==> src/rtl/rwseq_pkg.sv <==
// Shared types for the reset and wake-up sequencer.
// Assumes a one-hot cause vector whose bit order is part of the block's interface.
package rwseq_pkg;
    typedef enum logic [2:0] {
        ST_PWRT  = 3'd0,
        ST_OST   = 3'd1,
        ST_HOLD  = 3'd2,
        ST_RUN   = 3'd3,
        ST_SLEEP = 3'd4
    } seq_state_t;

    localparam int CAUSE_W  = 6;
    localparam int CB_POR   = 0;
    localparam int CB_BOR   = 1;
    localparam int CB_EXT   = 2;
    localparam int CB_WDTR  = 3;
    localparam int CB_WDTW  = 4;
    localparam int CB_IRQW  = 5;
endpackage

==> src/rtl/rwseq_tick_timer.sv <==
// Counts tick pulses while run is high and flags the final tick of a window.
// Assumes limit >= 1 and stays stable while the window is counting.
module rwseq_tick_timer #(
    parameter int W = 4
) (
    input  logic         clk,
    input  logic         rst_n,
    input  logic         run,
    input  logic         restart,
    input  logic         tick,
    input  logic [W-1:0] limit,
    output logic         done
);
    logic [W-1:0] cnt;

    // Final tick of the window: this is the limit-th tick counted.
    assign done = run && tick && (cnt == limit - W'(1));

    // Tick counter, zeroed whenever the window is not active.
    always_ff @(posedge clk) begin
        if (!rst_n || restart || !run)
            cnt <= '0;
        else if (tick)
            cnt <= cnt + W'(1);
    end
endmodule

==> src/rtl/rwseq_wake_mask.sv <==
// Reduces the interrupt requests to a single wake flag through the per-line enables.
// Assumes both vectors are already synchronous to clk.
module rwseq_wake_mask #(
    parameter int N = 4
) (
    input  logic [N-1:0] req,
    input  logic [N-1:0] en,
    output logic         wake
);
    // Any request line that is individually enabled wakes the core.
    assign wake = |(req & en);
endmodule

==> src/rtl/rwseq_cause_reg.sv <==
// Holds the one-hot cause of the most recent reset or wake.
// Assumes set_vec is zero or one-hot; a set wins over a clear in the same cycle.
module rwseq_cause_reg
    import rwseq_pkg::*;
(
    input  logic               clk,
    input  logic               rst_n,
    input  logic [CAUSE_W-1:0] set_vec,
    input  logic               clr,
    output logic [CAUSE_W-1:0] cause
);
    // Replace on a new event, clear on request, otherwise hold.
    always_ff @(posedge clk) begin
        if (!rst_n)
            cause <= CAUSE_W'(1) << CB_POR;
        else if (set_vec != '0)
            cause <= set_vec;
        else if (clr)
            cause <= '0;
    end
endmodule

==> src/rtl/rstwake_seq.sv <==
// Reset and wake-up sequencer: orders the power-up delay, the oscillator start-up
// count, held reset sources and the sleep state. It drives core reset and clock gating.
// Assumes every input is synchronous to clk and that the tick inputs are single-cycle pulses.
module rstwake_seq
    import rwseq_pkg::*;
#(
    parameter int IRQ_N      = 4,
    parameter int OST_CYCLES = 1024,
    parameter int PWRT_BASE  = 2
) (
    input  logic               clk,
    input  logic               rst_n,
    input  logic               por_evt,
    input  logic               ext_rst_n,
    input  logic               bor_evt,
    input  logic               osc_tick,
    input  logic               slow_tick,
    input  logic               xtal_mode,
    input  logic [1:0]         pwrt_sel,
    input  logic               pwrt_bypass,
    input  logic               wdt_timeout,
    input  logic [IRQ_N-1:0]   irq_req,
    input  logic [IRQ_N-1:0]   irq_en,
    input  logic               sleep_req,
    input  logic               cause_clr,
    output logic               core_rst,
    output logic               clk_en,
    output logic [CAUSE_W-1:0] cause
);
    localparam int PW_MAX = PWRT_BASE << 3;
    localparam int PW_W   = $clog2(PW_MAX + 1);
    localparam int OST_W  = $clog2(OST_CYCLES + 1);

    seq_state_t         state, nxt;
    logic               ost_wake, nxt_wake;
    logic [CAUSE_W-1:0] set_vec;
    logic               pwrt_done, ost_done, irq_wake, in_sleep;
    logic [PW_W-1:0]    pwrt_limit;

    assign pwrt_limit = PW_W'(PWRT_BASE) << pwrt_sel;
    assign in_sleep   = (state == ST_SLEEP);

    rwseq_tick_timer #(.W(PW_W)) u_pwrt (
        .clk(clk), .rst_n(rst_n), .run(state == ST_PWRT), .restart(por_evt),
        .tick(slow_tick), .limit(pwrt_limit), .done(pwrt_done)
    );

    rwseq_tick_timer #(.W(OST_W)) u_ost (
        .clk(clk), .rst_n(rst_n), .run(state == ST_OST), .restart(por_evt),
        .tick(osc_tick), .limit(OST_W'(OST_CYCLES)), .done(ost_done)
    );

    rwseq_wake_mask #(.N(IRQ_N)) u_wake (
        .req(irq_req), .en(irq_en), .wake(irq_wake)
    );

    rwseq_cause_reg u_cause (
        .clk(clk), .rst_n(rst_n), .set_vec(set_vec), .clr(cause_clr), .cause(cause)
    );

    // Next-state, wake-path and cause selection by source priority.
    always_comb begin
        nxt      = state;
        nxt_wake = ost_wake;
        set_vec  = '0;
        if (por_evt) begin
            nxt      = ST_PWRT;
            nxt_wake = 1'b0;
            set_vec  = CAUSE_W'(1) << CB_POR;
        end else begin
            case (state)
                ST_PWRT: begin
                    if (pwrt_bypass || pwrt_done) begin
                        nxt      = xtal_mode ? ST_OST : ST_RUN;
                        nxt_wake = 1'b0;
                    end
                end
                ST_OST: begin
                    if (ost_done) nxt = ST_RUN;
                end
                ST_HOLD: begin
                    if (!bor_evt && ext_rst_n) nxt = ST_RUN;
                end
                ST_RUN, ST_SLEEP: begin
                    if (bor_evt) begin
                        nxt     = ST_HOLD;
                        set_vec = CAUSE_W'(1) << CB_BOR;
                    end else if (!ext_rst_n) begin
                        nxt     = ST_HOLD;
                        set_vec = CAUSE_W'(1) << CB_EXT;
                    end else if (state == ST_RUN) begin
                        if (wdt_timeout) begin
                            nxt     = ST_HOLD;
                            set_vec = CAUSE_W'(1) << CB_WDTR;
                        end else if (sleep_req) begin
                            nxt = ST_SLEEP;
                        end
                    end else if (wdt_timeout || irq_wake) begin
                        nxt      = xtal_mode ? ST_OST : ST_RUN;
                        nxt_wake = 1'b1;
                        set_vec  = wdt_timeout ? (CAUSE_W'(1) << CB_WDTW)
                                               : (CAUSE_W'(1) << CB_IRQW);
                    end
                end
                default: nxt = ST_PWRT;
            endcase
        end
    end

    // State and wake-path registers.
    always_ff @(posedge clk) begin
        if (!rst_n) begin
            state    <= ST_PWRT;
            ost_wake <= 1'b0;
        end else begin
            state    <= nxt;
            ost_wake <= nxt_wake;
        end
    end

    // Outputs decoded from state: reset held in delays and holds, clock only in run.
    assign core_rst = (state == ST_PWRT) || (state == ST_HOLD) ||
                      ((state == ST_OST) && !ost_wake);
    assign clk_en   = (state == ST_RUN);
endmodule

==> config.mk <==
export PLATFORM = sky130hd
export DESIGN_NAME = rstwake_seq
export DESIGN_NICKNAME = d
export VERILOG_FILES = /design/src/rtl/rwseq_pkg.sv /design/src/rtl/rwseq_tick_timer.sv /design/src/rtl/rwseq_wake_mask.sv /design/src/rtl/rwseq_cause_reg.sv /design/src/rtl/rstwake_seq.sv
export SDC_FILE = /design/constraint.sdc
export NUM_CORES = 1
export LEC_CHECK = 0
export ABC_AREA = 1
export BUFFER_PORTS_ARGS = -buffer_cell sky130_fd_sc_hd__buf_2
export CAP_MARGIN = 25
export CORE_MARGIN = 2
export CORE_UTILIZATION = 46
export CTS_CLUSTER_SIZE = 12
export DETAILED_ROUTE_END_ITERATION = 12
export GPL_TIMING_DRIVEN = 0
export PLACE_DENSITY_LB_ADDON = 0.08
export SLEW_MARGIN = 20
export SYNTH_ARGS = -nofsm -noshare
export SYNTH_HDL_FRONTEND = slang
export SYNTH_SLANG_ARGS = --single-unit
==> constraint.sdc <==
create_clock -name clk -period 1.4 [get_ports clk]
set_input_delay 0.07 -clock clk [delete_from_list [all_inputs] [get_ports clk]]
set_output_delay 0.07 -clock clk [all_outputs]
set_load 0.02 [all_outputs]
==> results.yml, run 1 <==
layout:
  diodes: 0
  syn_to_final_growth_pct: 23.09
  drive_gt1_frac: 0.2908
  fillCellCount: 268
  fin_cells: 282
  fin_nets: 276
worst_setup_path:
  end_kind: "register"
  cpLargestDelayFamily: "simple AND/OR/NAND/NOR gates"
  crit_buf_inv: 1
  slowest_delay_ns: 0.38
  crit_fanout: 5
  cp_data_arrival_time_ns: 1.61
  crit_chain: "nor2_2, nand2_2, nor2_2, nand3_1, nand2_1, inv_2, nand3_4, nand2_2, nand2_2, nor2_2"
  critPathSlowestCell: "dfxtp_2"
  worstSetupStartpointType: "register"
  reg2reg_setup_slack_ns: 0.03
  required_ns: 1.64
  crit_type: "reg -> reg"
route:
  vias: 1392
  ant_nets: 0
  viasPerCell: 4.936
  wl_um: 2914
  first_pass_iters: 4
  dr.first_iter.drc_count: 65
  route.detailed.drc: 0
  wl_per_cell_um: 10.33
synthesis:
  yosys_register_bits: 26
  synthCells: 212
  yosys.area.top_type_share: 0.3738
  synth_top_flop_cell: "dfxtp_1"
  synth_top_area_cell: "dfxtp_1"
  syn-num-nets: 236
  synthMostInstantiatedCell: "nand2_1"
  netlist_area_mm2: 0.001393
  synth_edf_count: 0
  synth_cell_type_count: 25
  syn_avg_cell_area_um2: 6.569
  synthArstFlopShare: 0
  seq_area_frac_synth: 0.3738
  yosys_warnings: 0
  synthTopCellsByCount: "nand2_1 (54), nor2_1 (31), dfxtp_1 (26), inv_1 (24), a21oi_1 (18)"
  synthTopCellsByArea: "dfxtp_1 (37%), nand2_1 (15%), nor2_1 (8.4%)"
clock_network:
  clk_latency_ns: 0.32
  cts_made_buffers: 3
  clk_path_buf_depth: 2
  cts_root_buffer: "clkbuf_4"
  cts.clk_slew.worst_paths_ns: 0.14
  tritoncts: "yes"
  cts_max_level: 1
  clock_sinks: 26
global_route:
  met3_usage: 0.03275
  met2_usage: 0.2810
  grt_first_pass_wirelength_um: 4864
  grt_usage: 0.1776
  antenna_found_initial: 0
  top_usage_layer: "met2"
  grtUsageMet1: 0.2490
  grt_overflow_total: 0
  grt_pass1_vias: 1204
  grt_max_degree: 15
floorplan:
  dieWidth_um: 59.02
  rows: 19
  core_mm2: 0.002805
  initial_utilization: 0.4964
  design.die.area_mm2: 0.003483
  io_pins: 30
  die_y_um: 59.02
power:
  p_leak_nw: 0.7566
  max-vdd-ir-drop_uv: 550.3
  power.density_mw_per_mm2: 869.2
  power_mw: 1.490
hold_path:
  hp-class: "in -> reg"
placed_design:
  port_buffers: 29
  dp_hpwl_um: 2161
  dp_cells: 272
  dp_slack_ns: -0.02614
  finalWeightedCongestion: 0.8448
sta:
  rsz0062_at_grt: "yes"
  fmax_ghz: 0.7311
  fin_crit_sh: 0.9770
  slew_headroom: 0.7716
  setup_ws_ns: 0.03219
  hold_viol: 0
  tightestPinTransition_ns: 0.3399
  setup-violations-final: 0
  final.min_clock_period_ns: 1.368
  maxSlewViolCount: 0
  final.setup.tns_ns: 0
  clock_skew_ns: 0.008090
run:
  drv_cap: 0
run_status:
  status: "completed"
tightest hold or removal path, delay by kind of cell:
kind / cells / cell delay [ns]
buf+inv: 1 / 0.11
compound gates: 1 / 0.06
simple gates: 1 / 0.08
layer usage:
layer	wire length (um)	up-vias
li1	-	763
met1	1486	608
met2	1308	19
met3	96	2
met4	23	0
met5	0	-
where the power goes:
part	switching [mW]	internal, mW	leakage (nW)	total, mW
clock network	0.220	0.159	0.0210	0.379
registers	0.0204	0.758	0.215	0.779
logic	0.206	0.126	0.521	0.333
total	0.446	1.04	0.757	1.49
worst paths after layout:
path / start / end / cells past startpoint
max reg2reg: state[0] / state[1] / 10
max: state[0] / state[1] / 10
min reg2reg: u_ost.cnt[4] / u_ost.cnt[4] / 1
min: bor_evt / u_cause.cause[1] / 3
cell families (layout without fill, tap and decap cells):
family / Yosys count / after routing / share of synthesized area
AND/OR/NAND/NOR: 124 / 124 / 0.4088
AO/OA/AOI/OAI: 28 / 28 / 0.1060
buffers and inverters: 30 / 69 / 0.08086
flip-flops: 26 / 26 / 0.3738
XOR/XNOR: 2 / 2 / 0.01258
adder cells (fa/ha/maj): 2 / 2 / 0.01797
area by class of cell:
| type | instances | area [um^2] | area share |
|---|---|---|---|
| sequential | 26 | 534.3 | 0.3117 |
| clock buffer | 4 | 36.28 | 0.02117 |
| tap | 31 | 38.79 | 0.02263 |
| multi-input combinational | 156 | 797.0 | 0.4650 |
| inverter | 30 | 112.6 | 0.06569 |
| timing repair buffer | 35 | 195.2 | 0.1139 |
sequential cells by signal, summed over array words and instances (netlist names):
| name | count |
|---|---|
| u_cause.cause | 6 |
| state | 3 |
| ost_wake | 1 |
| u_ost.cnt | 11 |
| u_pwrt.cnt | 5 |
layout by cell type (no fill, tap or decap), types with 7 or more instances in the layout:
master / Yosys / routed
nand2_1: 54 / 50
nor2_1: 31 / 29
buf_2: 0 / 29
inv_1: 24 / 24
a21oi_1: 18 / 18
dfxtp_1: 26 / 17
nand3_1: 15 / 14
dfxtp_2: 0 / 8
nor3_1: 7 / 7
nand2_2: 3 / 7
timing repair:
item	4_1_cts	5_1_grt
endpoints found under the setup margin	4	13
buffers inserted	0	4
gates resized for setup	4	16
hold endpoints to repair	2	0
hold buffers	2	0
pin swaps	0	7
through the flow:
stage               cell area (um^2)  hold slack [ns]    util
global placement                1577           0.3306  0.5620
detailed placement              1577           0.3368  0.5620
finish                          1714          0.04258  0.6111
floorplan                       1393           0.1594       -
CTS                             1639          0.02809  0.5843
global route                    1714          0.04237  0.6111
(Power assumes the default switching activity.)
==> run 2: changes to the inputs <==
RECOVER_POWER = 25   (was default)
==> run 2 against run 1 <==
Total power is essentially flat. Critical path depth is the same. Global-route usage is the same. Cell count is the same. Critical endpoint unchanged. Largest power group unchanged. Die area is the same. Combinational power is essentially flat. Largest cell class unchanged. Register-to-register slack is essentially flat. Clock power is essentially flat.
==> results.yml, run 2 (same netlist as run 1, synthesis figures left out) <==
clock_network:
  clk_path_buf_depth: 2
  tritoncts: "yes"
  cts_max_level: 1
  cts_root_buffer: "clkbuf_4"
  clk_latency_ns: 0.32
  cts_made_buffers: 3
  clock_sinks: 26
  cts.clk_slew.worst_paths_ns: 0.14
sta:
  fmax_ghz: 0.7308
  slew_headroom: 0.7716
  tightestPinTransition_ns: 0.3399
  setup_ws_ns: 0.03168
  maxSlewViolCount: 0
  final.min_clock_period_ns: 1.368
  hold_viol: 0
  setup-violations-final: 0
  rsz0062_at_grt: "yes"
  clock_skew_ns: 0.008061
  fin_crit_sh: 0.9774
worst_setup_path:
  crit_chain: "nor2_2, nand2_2, nor2_2, nand3_1, nand2_1, inv_2, nand3_4, nand2_2, nand2_2, nor2_2"
  worstSetupStartpointType: "register"
  crit_fanout: 5
  required_ns: 1.64
  critPathSlowestCell: "dfxtp_2"
  cpLargestDelayFamily: "simple AND/OR/NAND/NOR gates"
  crit_buf_inv: 1
  cp_data_arrival_time_ns: 1.61
  slowest_delay_ns: 0.38
  end_kind: "register"
  crit_type: "reg -> reg"
placed_design:
  dp_hpwl_um: 2161
  port_buffers: 29
  finalWeightedCongestion: 0.8448
  dp_slack_ns: -0.02614
  dpl_cell_area_mm2: 0.001577
layout:
  drive_gt1_frac: 0.2709
  final_common_cell: "nand2_1"
  diodes: 0
  syn_to_final_growth_pct: 22.64
  final_area_mm2: 0.001708
  final_cell_mix: "nand2_1 (50), nor2_1 (29), inv_1 (24), buf_2 (24), a21oi_1 (18)"
  reg_top3: "u_ost.cnt x11, u_cause.cause x6, u_pwrt.cnt x5"
  final_core_utilization: 0.6088
  regMostFlops: "u_ost.cnt"
  fin_nets: 276
  largest_reg_flops: 11
global_route:
  grt_overflow_total: 0
  grt_pass1_vias: 1204
  grt_first_pass_wirelength_um: 4864
  antenna_found_initial: 0
  grt_usage: 0.1776
  grt_max_degree: 15
route:
  wl_um: 2915
  route.detailed.drc: 0
  ant_nets: 0
  wl_per_cell_um: 10.34
  vias: 1398
  first_pass_iters: 4
  viasPerCell: 4.957
  dr.first_iter.drc_count: 64
floorplan:
  rows: 19
  design.die.area_mm2: 0.003483
  die_y_um: 59.02
  dieWidth_um: 59.02
  core_mm2: 0.002805
  initial_utilization: 0.4964
  io_pins: 30
run:
  drv_cap: 0
hold_path:
  hp-class: "in -> reg"
power:
  max-vdd-ir-drop_uv: 550.5
  combinationalPowerShare: 0.223
  p_switching_mw: 0.4464
  power_frac_seq: 0.523
  power.density_mw_per_mm2: 872.2
  p_int_mw: 1.043
  power_mw: 1.490
  p_leak_nw: 0.7372
  clkPwrFrac: 0.254
  p_sw_frac: 0.2997
run_status:
  status: "completed"
run 2: cell count changes in the layout (fill, tap and decap cells not counted):
cell      previous run  this run
buf_2               29        24
clkbuf_1             0         5
run 2: timing repair:
item	CTS	global route
setup endpoints to repair	4	13
setup buffers	0	4
pin swaps	0	7
endpoints found under the hold margin	2	0
hold buffers	2	0
resized for setup	4	16
run 2: worst paths after layout:
kind | start | endpoint | slack, ns | cells after the start
setup / recovery | state[0] | state[1] | 0.03 | 10
hold / removal | bor_evt | u_cause.cause[1] | 0.04 | 3
setup reg to reg | state[0] | state[1] | 0.03 | 10
hold reg to reg | u_ost.cnt[4] | u_ost.cnt[4] | 0.44 | 1
run 2: stage by stage:
step | setup TNS [ns] | hold WS, ns | instances
global placement | -0.02202 | 0.3306 | 272
detailed placement | -0.03570 | 0.3368 | 272
CTS | 0 | 0.02809 | 278
global route | -0.5997 | 0.04237 | 282
floorplan | 0 | 0.1594 | 212
finish | 0 | 0.04235 | 282
run 2: worst register-to-register path: stages, from the launching register on:
cell     delay, ns
dfxtp_2       0.38
nor2_2        0.17
nand2_2       0.12
nor2_2        0.14
nand3_1       0.07
nand2_1       0.10
inv_2         0.06
nand3_4       0.10
nand2_2       0.06
nand2_2       0.05
nor2_2        0.03
run 2: final cells by class:
| class | count | area, um^2 |
|---|---|---|
| clock buffers | 4 | 36.28 |
| multi-input cells | 156 | 797.0 |
| repair buffers | 35 | 188.9 |
| well taps | 31 | 38.79 |
| flip-flops and latches | 26 | 534.3 |
| inverters | 30 | 112.6 |
| fillers | 270 | 1097 |
run 2: per-layer routing:
metal  global-route usage  part of all wire  wire, um  vias to the layer above
met1               0.2490              0.51      1481                      615
met2               0.2810              0.45      1313                       18
li1                     -                 -         -                      763
met4              0.04870            0.0079        23                        0
met5                    0                 0         0                        -
met3              0.03275             0.033        97                        2
run 2: power by group through the flow:
stage / sequential (mW) / combinational (mW) / clock (mW)
global route: 0.782 / 0.381 / 0.422
floorplan: 0.794 / 0.215 / 0
finish: 0.779 / 0.332 / 0.379
CTS: 0.780 / 0.311 / 0.397
detailed placement: 0.795 / 0.304 / 0
global placement: 0.795 / 0.303 / 0
